<file path="config.mk">
export PLATFORM = sky130hd
export DESIGN_NAME = sync_trap_arbiter
export DESIGN_NICKNAME = d
export VERILOG_FILES = /design/src/rtl/trp_pkg.sv /design/src/rtl/trp_gate.sv /design/src/rtl/trp_prio.sv /design/src/rtl/trp_carry.sv /design/src/rtl/trp_status.sv /design/src/rtl/sync_trap_arbiter.sv
export SDC_FILE = /design/constraint.sdc
export NUM_CORES = 1
export LEC_CHECK = 0
export CELL_PAD_IN_SITES_DETAIL_PLACEMENT = 0
export CELL_PAD_IN_SITES_GLOBAL_PLACEMENT = 1
export CORE_MARGIN = 2
export CORE_UTILIZATION = 29
export CTS_CLUSTER_SIZE = 8
export DETAILED_ROUTE_END_ITERATION = 16
export GPL_TIMING_DRIVEN = 0
export PLACE_DENSITY = 0.94
export RECOVER_POWER = 100
export SLEW_MARGIN = 20
export SYNTH_ARGS = -nofsm -noshare
export SYNTH_HDL_FRONTEND = slang
export SYNTH_HIERARCHICAL = 1
export SYNTH_SLANG_ARGS = --single-unit
</file>
<file path="constraint.sdc">
create_clock -name clk -period 5.4 [get_ports clk]
set_input_delay 1.35 -clock clk [delete_from_list [all_inputs] [get_ports clk]]
set_output_delay 1.35 -clock clk [all_outputs]
set_load 0.05 [all_outputs]
</file>
<file path="src/rtl/trp_pkg.sv">
package trp_pkg;
  localparam int CAUSE_W = 4;
  localparam logic [CAUSE_W-1:0] CAUSE_ILL   = 4'd2;
  localparam logic [CAUSE_W-1:0] CAUSE_BREAK = 4'd3;

  typedef enum logic [1:0] {
    SEL_NONE    = 2'd0,
    SEL_BEFORE  = 2'd1,
    SEL_ILLEGAL = 2'd2,
    SEL_AFTER   = 2'd3
  } trap_sel_e;
endpackage

</file>
<file path="src/rtl/trp_gate.sv">
module trp_gate #(
  parameter bit GATE_ALT = 1'b0
) (
  input  logic mie,
  input  logic alt_en,
  output logic gate
);
  // Build-time choice of the bit that allows triggers to trap
  assign gate = GATE_ALT ? alt_en : mie;
endmodule

</file>
<file path="src/rtl/trp_prio.sv">
module trp_prio
  import trp_pkg::*;
(
  input  logic      valid,
  input  logic      gate,
  input  logic      before_hit,
  input  logic      illegal,
  input  logic      after_pend,
  output trap_sel_e sel
);
  // Rank: enabled before-trigger, then illegal, then carried after-trigger
  always_comb begin
    sel = SEL_NONE;
    if (valid) begin
      if (before_hit && gate)      sel = SEL_BEFORE;
      else if (illegal)            sel = SEL_ILLEGAL;
      else if (after_pend && gate) sel = SEL_AFTER;
    end
  end
endmodule

</file>
<file path="src/rtl/trp_carry.sv">
module trp_carry (
  input  logic clk,
  input  logic rst,
  input  logic valid,
  input  logic load_hit,
  output logic pend
);
  // One-cycle carry of an after-timed hit; rewritten on every retire
  always_ff @(posedge clk) begin
    if (rst)        pend <= 1'b0;
    else if (valid) pend <= load_hit;
  end
endmodule

</file>
<file path="src/rtl/trp_status.sv">
module trp_status (
  input  logic clk,
  input  logic rst,
  input  logic trap_take,
  input  logic ret_take,
  input  logic wr_en,
  input  logic wr_val,
  output logic mie
);
  logic mpie;

  always_ff @(posedge clk) begin
    if (rst) begin
      mie  <= 1'b0;
      mpie <= 1'b0;
    end else if (trap_take) begin
      mpie <= mie;
      mie  <= 1'b0;
    end else if (ret_take) begin
      mie  <= mpie;
      mpie <= 1'b1;
    end else if (wr_en) begin
      mie  <= wr_val;
    end
  end
endmodule

</file>
<file path="src/rtl/sync_trap_arbiter.sv">
module sync_trap_arbiter
  import trp_pkg::*;
#(
  parameter int XLEN     = 32,
  parameter bit GATE_ALT = 1'b0
) (
  input  logic               clk,
  input  logic               rst,
  input  logic               retire_valid,
  input  logic [XLEN-1:0]    retire_pc,
  input  logic [XLEN-1:0]    retire_npc,
  input  logic               retire_illegal,
  input  logic               trig_before_hit,
  input  logic               trig_after_hit,
  input  logic               retire_mret,
  input  logic [XLEN-1:0]    mtvec_base,
  input  logic               mie_wr_en,
  input  logic               mie_wr_val,
  input  logic               alt_trig_en,
  output logic               trap_o,
  output logic [CAUSE_W-1:0] cause_o,
  output logic [XLEN-1:0]    epc_o,
  output logic [XLEN-1:0]    npc_o,
  output logic               mie_o
);
  logic      gate;
  logic      after_pend;
  logic      take;
  logic      trig_take;
  trap_sel_e sel;

  trp_gate #(.GATE_ALT(GATE_ALT)) u_gate (
    .mie    (mie_o),
    .alt_en (alt_trig_en),
    .gate   (gate)
  );

  trp_prio u_prio (
    .valid      (retire_valid),
    .gate       (gate),
    .before_hit (trig_before_hit),
    .illegal    (retire_illegal),
    .after_pend (after_pend),
    .sel        (sel)
  );

  assign take      = (sel != SEL_NONE);
  assign trig_take = (sel == SEL_BEFORE) || (sel == SEL_AFTER);

  // An instruction stopped by a trigger trap never executes, so it raises no after-hit
  trp_carry u_carry (
    .clk      (clk),
    .rst      (rst),
    .valid    (retire_valid),
    .load_hit (trig_after_hit && !trig_take),
    .pend     (after_pend)
  );

  trp_status u_status (
    .clk       (clk),
    .rst       (rst),
    .trap_take (take),
    .ret_take  (retire_valid && retire_mret && !take),
    .wr_en     (mie_wr_en),
    .wr_val    (mie_wr_val),
    .mie       (mie_o)
  );

  always_ff @(posedge clk) begin
    if (rst) begin
      trap_o  <= 1'b0;
      cause_o <= '0;
      epc_o   <= '0;
      npc_o   <= '0;
    end else begin
      trap_o <= take;
      if (take) begin
        cause_o <= (sel == SEL_ILLEGAL) ? CAUSE_ILL : CAUSE_BREAK;
        epc_o   <= retire_pc;
      end
      if (retire_valid) npc_o <= take ? mtvec_base : retire_npc;
    end
  end
endmodule

</file>
---- Yosys cells after proc, flatten, opt, wreduce, memory -nomap -nowiden ----
Cells that the tools add are included.
word-level totals
  flip-flop bits (word level) ............. 72
  bits of input ports ..................... 106
  output and inout bits ................... 70
  logic and storage cells ................. 32
cells by class
  eq/ne operators ......................... 3
  muxes and demuxes ....................... 10
  reductions and logical operators ........ 12
operators with widths
  kind                  count
  $mux W32              1
  $mux W2               4
  $reduce_bool A2 Y1    3
  $logic_and A1 B1 Y1   5
  $mux W1               5
  $eq A2 B2 Y1 const B  2
  $eq A2 B1 Y1 const B  1
  $logic_not A1 Y1      2
  $reduce_or A2 Y1      1
  $logic_or A1 B1 Y1    1

---- Longest topological paths before layout ----
  depth after elaboration ................. 10
  depth in mapped cells ................... 8

---- Hierarchy ----
Netlist, hierarchy kept.
by module, submodules not included
  module             instances  cells each  area an instance (um^2)
  sync_trap_arbiter  1          346         3034.2
  trp_status         1          9           91.3
  trp_carry          1          3           33.8
  trp_prio           1          5           32.5
  trp_gate           1          1           7.5

---- Worst setup path before layout ----
OpenSTA, ideal clock, no wires.
  path type ............................... input-to-reg
  start ................................... input retire_valid
  end ..................................... register u_status.mie
  library setup time ...................... 0.103 ns
  arrival time ............................ 2.785 ns
  required time ........................... 5.297 ns
  slack ................................... 2.512 ns
  cell stages on the path ................. 7
  cell sequence ........................... inv_1 a211oi_1 clkbuf_1 nor2_1 and3_1 nor2b_1 a2111oi_2
between the ends
  longest elaborated chain between the ends .. 5
RTL lines
  item                                                  line                     text
  start: declaration                                    sync_trap_arbiter.sv:9   input logic retire_valid,
  $mux W2 *                                             trp_prio.sv:14           if (valid) begin
  named net sel[1]                                      sync_trap_arbiter.sv:30  trap_sel_e sel;
  $reduce_bool A2 Y1 *                                  sync_trap_arbiter.sv:47  assign take = (sel != SEL_NONE);
  $logic_not A1 Y1                                      sync_trap_arbiter.sv:63  .ret_take (retire_valid && retire_mret && !take),
  $logic_and A1 B1 Y1                                   sync_trap_arbiter.sv:63
  $mux W1 / $reduce_bool A2 Y1 (equally long branches)  -
  end signal: assignment                                trp_status.sv:20         mie <= mpie;
  end signal: assignment                                trp_status.sv:23         mie <= wr_val;
  end: declaration                                      trp_status.sv:8          output logic mie
The timed path passes the listed nets; every way through them passes the cells marked *.
A chain may end at the register's enable or synchronous reset.

---- Worst setup path after layout ----
  start ................................... input retire_valid
  end ..................................... register epc_o[8]
between the ends
  longest elaborated chain between the ends .. 2
RTL lines
  item                    line                     text
  $mux W2                 trp_prio.sv:14
  named net sel[1]        sync_trap_arbiter.sv:30
  $reduce_bool A2 Y1      sync_trap_arbiter.sv:47
  end signal: assignment  sync_trap_arbiter.sv:79  epc_o <= retire_pc;
  end: declaration        sync_trap_arbiter.sv:22  output logic [XLEN-1:0] epc_o,
The timed path passes the listed nets, and every way through them passes these cells.

==> flow_summary.ini <==
[synth]
ys_seq_elements = 70
number_of_flops_mapped_to_enable_cells_by_yosys = 0
synthesis.area_um2 = 3200
synth.most_common_cell = sky130_fd_sc_hd__dfxtp_1
synth-warning-count = 6
synthCells = 364
synth_top_area_cell = sky130_fd_sc_hd__dfxtp_1
synth.avg_cell_area_um2 = 8.79
async_s_r_ff_share_synth = 0
synth_top_cell_area_share = 0.438
synth_commonest_cells = sky130_fd_sc_hd__dfxtp_1 (70), sky130_fd_sc_hd__o21ai_0 (60), sky130_fd_sc_hd__nor2_1 (36), sky130_fd_sc_hd__or3b_1 (35), sky130_fd_sc_hd__a21oi_1 (34)
main_synth_ff_type = sky130_fd_sc_hd__dfxtp_1
synth_seq_area_share = 0.438
distinct_cells_synth = 23
synthTopCellsByArea = sky130_fd_sc_hd__dfxtp_1 (44%), sky130_fd_sc_hd__or3b_1 (9.6%), sky130_fd_sc_hd__o21ai_0 (9.4%), sky130_fd_sc_hd__a311oi_1 (8.8%), sky130_fd_sc_hd__or3b_2 (7.9%)

[timing]
final.min_clock_period_ps = 3920
fmax_mhz = 255
total_setup_violations_reported_at_the_end_of_the_flow = 0
rsz_0062_raised_after_global_routing = false
final.period_utilization = 0.726
finalMaxSlewViolations = 0
timing_hold_violations_final = 0
max-slew-margin-rel = 0.500
worstMarginPinSlew_ps = 746
setup-tns-final_ps = 0
fin_skew_ps = 9.67

[grt]
via_count_of_the_first_global_routing_pass = 3403
gr-total-overflow = 0
initial_antenna_violation_count = 0
grt_pass1_wl_um = 17200
globalRouteTotalUtil = 0.183
maximum_number_of_pins_on_one_net_before_global_route_repair = 12

[setup_path]
worstPathMaxFanout = 10
cp.arrival_ps = 4180
worstPathRequired_ps = 5660
worstPathBufferInverterCount = 5
critical_path.slowest_cell = sky130_fd_sc_hd__dlygate4sd3_1
worst_path_most_repeated_cell = sky130_fd_sc_hd__clkbuf_1
path_cells = dlygate4sd3_1, inv_1, a211oi_1, clkbuf_1, clkbuf_1, clkbuf_1, o21ai_0, a21oi_1
timing.setup.critical_path_class = primary input to flip-flop
crit_start_category = primary input
worst_setup_path_end_kind = flip-flop
timing.critical_path.slowest_cell_delay_ps = 630
critPathTopFamily = buffers and inverters

[power]
vdd_ir_drop_max_uv = 140
power-per-cell-area_nw_per_um2 = 253
totalPowerFinal_uw = 1330
power.leakage_uw = 0.00203

[route]
vias = 3500
final_antenna_net_count = 0
drtIter0Drc = 169
route.final.wire_length_um = 11100
wire_per_inst_um = 16.0
route.detailed.vias_per_inst = 5.05
drtPass1Iterations = 4
drt_drc_violations_left = 0

[clock_network]
clock_sink_count = 70
worstSkewPairLatency_ps = 330
cells_resized_by_post_cts_repair = 0
cts-root-buf = sky130_fd_sc_hd__clkbuf_8
cts_tree = done
cts_max_level = 3
numCtsBuffers = 9
max-clock-path-buffers = 2
postCtsSetupRepairBufs = 0
cts_hold_buffers = 0
cts.clk_slew.worst_paths_ps = 70

[run_status]
run_status = finished, final reports clean

[placed_design]
port_buffers = 172
gp_congestion = 0.761
dp.final_hpwl_um = 8130

[finish]
layout.nets = 654
synthToLayoutAreaGrowth_pct = 64.1
antenna_cells_inserted = 0
fraction_of_final_layout_cells_sized_beyond_drive_strength_1 = 0.0904

[floorplan]
floorplan.initialDensity = 0.296
fp.dieH_um = 109
fp-row-count = 38
core_area_um2 = 10800
fp.dieArea_um2 = 11900
floorplan.die.width_um = 109
io_pins = 176

[run]
cap_violations = 0

[hold_path]
worstHoldPathType = flip-flop to flip-flop
## layer usage
layer  vias up  global-route usage  part of all wire
met4         0              0.0485            0.0099
met1      1643               0.242              0.45
met5         -                   0                 0
met3        10              0.0646             0.095
met2       144               0.282              0.45
li1       1703                   -                 -
## per-stage QoR
step / utilization / std cells / setup WS [ps] / hold slack (ps) / cell area, um^2
floorplan: - / 365 / 2510 / 475 / 3200
global placement: 0.473 / 677 / 1400 / 462 / 5100
detailed placement: 0.473 / 677 / 1360 / 478 / 5100
CTS: 0.488 / 693 / 1700 / 489 / 5270
global route: 0.487 / 693 / 1180 / 501 / 5250
finish: 0.487 / 693 / 1480 / 483 / 5250
## path summary, 6_finish.rpt
check,from,to,slack [ps],cells after the start
worst min register to register,npc_o[8],npc_o[8],480,2
worst max-delay path,retire_valid,epc_o[8],1480,8
worst min-delay path,npc_o[8],npc_o[8],480,2
worst max register to register,u_status/mie,epc_o[8],2610,8
## final cells by class
class                      instances  area (um^2)
fill                            1023         5540
sequential                        70         1400
clock inverter                     4         22.5
inverter                           4         15.0
clock buffer                      12          145
tap                              140          175
timing repair buffer             172         1720
multi-input combinational        246         1570
buffer                            45          198
## registers in the layout, indices dropped and copies added (netlist names)
signal         flops
trap_o             1
npc_o             32
u_carry/pend       1
u_status/mpie      1
epc_o             32
cause_o            2
u_status/mie       1
## report_power, final
group | leakage (uW) | switching, uW | internal [uW]
Sequential | 0.000577 | 17.6 | 552
Clock | 0.0000861 | 196 | 178
Combinational | 0.00137 | 222 | 164
## logic make-up after synthesis
group / after synthesis / share of synthesized area
mux: 2 / 0.00626
flops: 70 / 0.438
simple gates: 109 / 0.234
other cells: 1 / 0.00117
buf+inv: 49 / 0.0696
compound gates: 133 / 0.251
## worst reg2reg max path, cell delays in order (launching register included)
cell and delay (ps):
sky130_fd_sc_hd__dfxtp_1 410, sky130_fd_sc_hd__buf_4 150, sky130_fd_sc_hd__a21oi_1 60, sky130_fd_sc_hd__a211oi_1 600
sky130_fd_sc_hd__clkbuf_1 480, sky130_fd_sc_hd__clkbuf_1 360, sky130_fd_sc_hd__clkbuf_1 350, sky130_fd_sc_hd__o21ai_0 170
sky130_fd_sc_hd__a21oi_1 150
## layout by cell type, fill, tap and decap left out, drive strengths merged, types with 3 or more instances in the layout
cell	Yosys	final
a311oi	32	32
nor2	36	36
clkinv	0	3
nor2b	4	4
dlygate4sd3	0	69
nor3	3	3
buf	15	12
dfxtp	70	70
or3b	64	64
clkdlybuf4s50	0	103
a21oi	34	34
inv	4	4
clkbuf	30	45
o21ai	64	64
No activity file was read; power rests on OpenSTA's default activity.
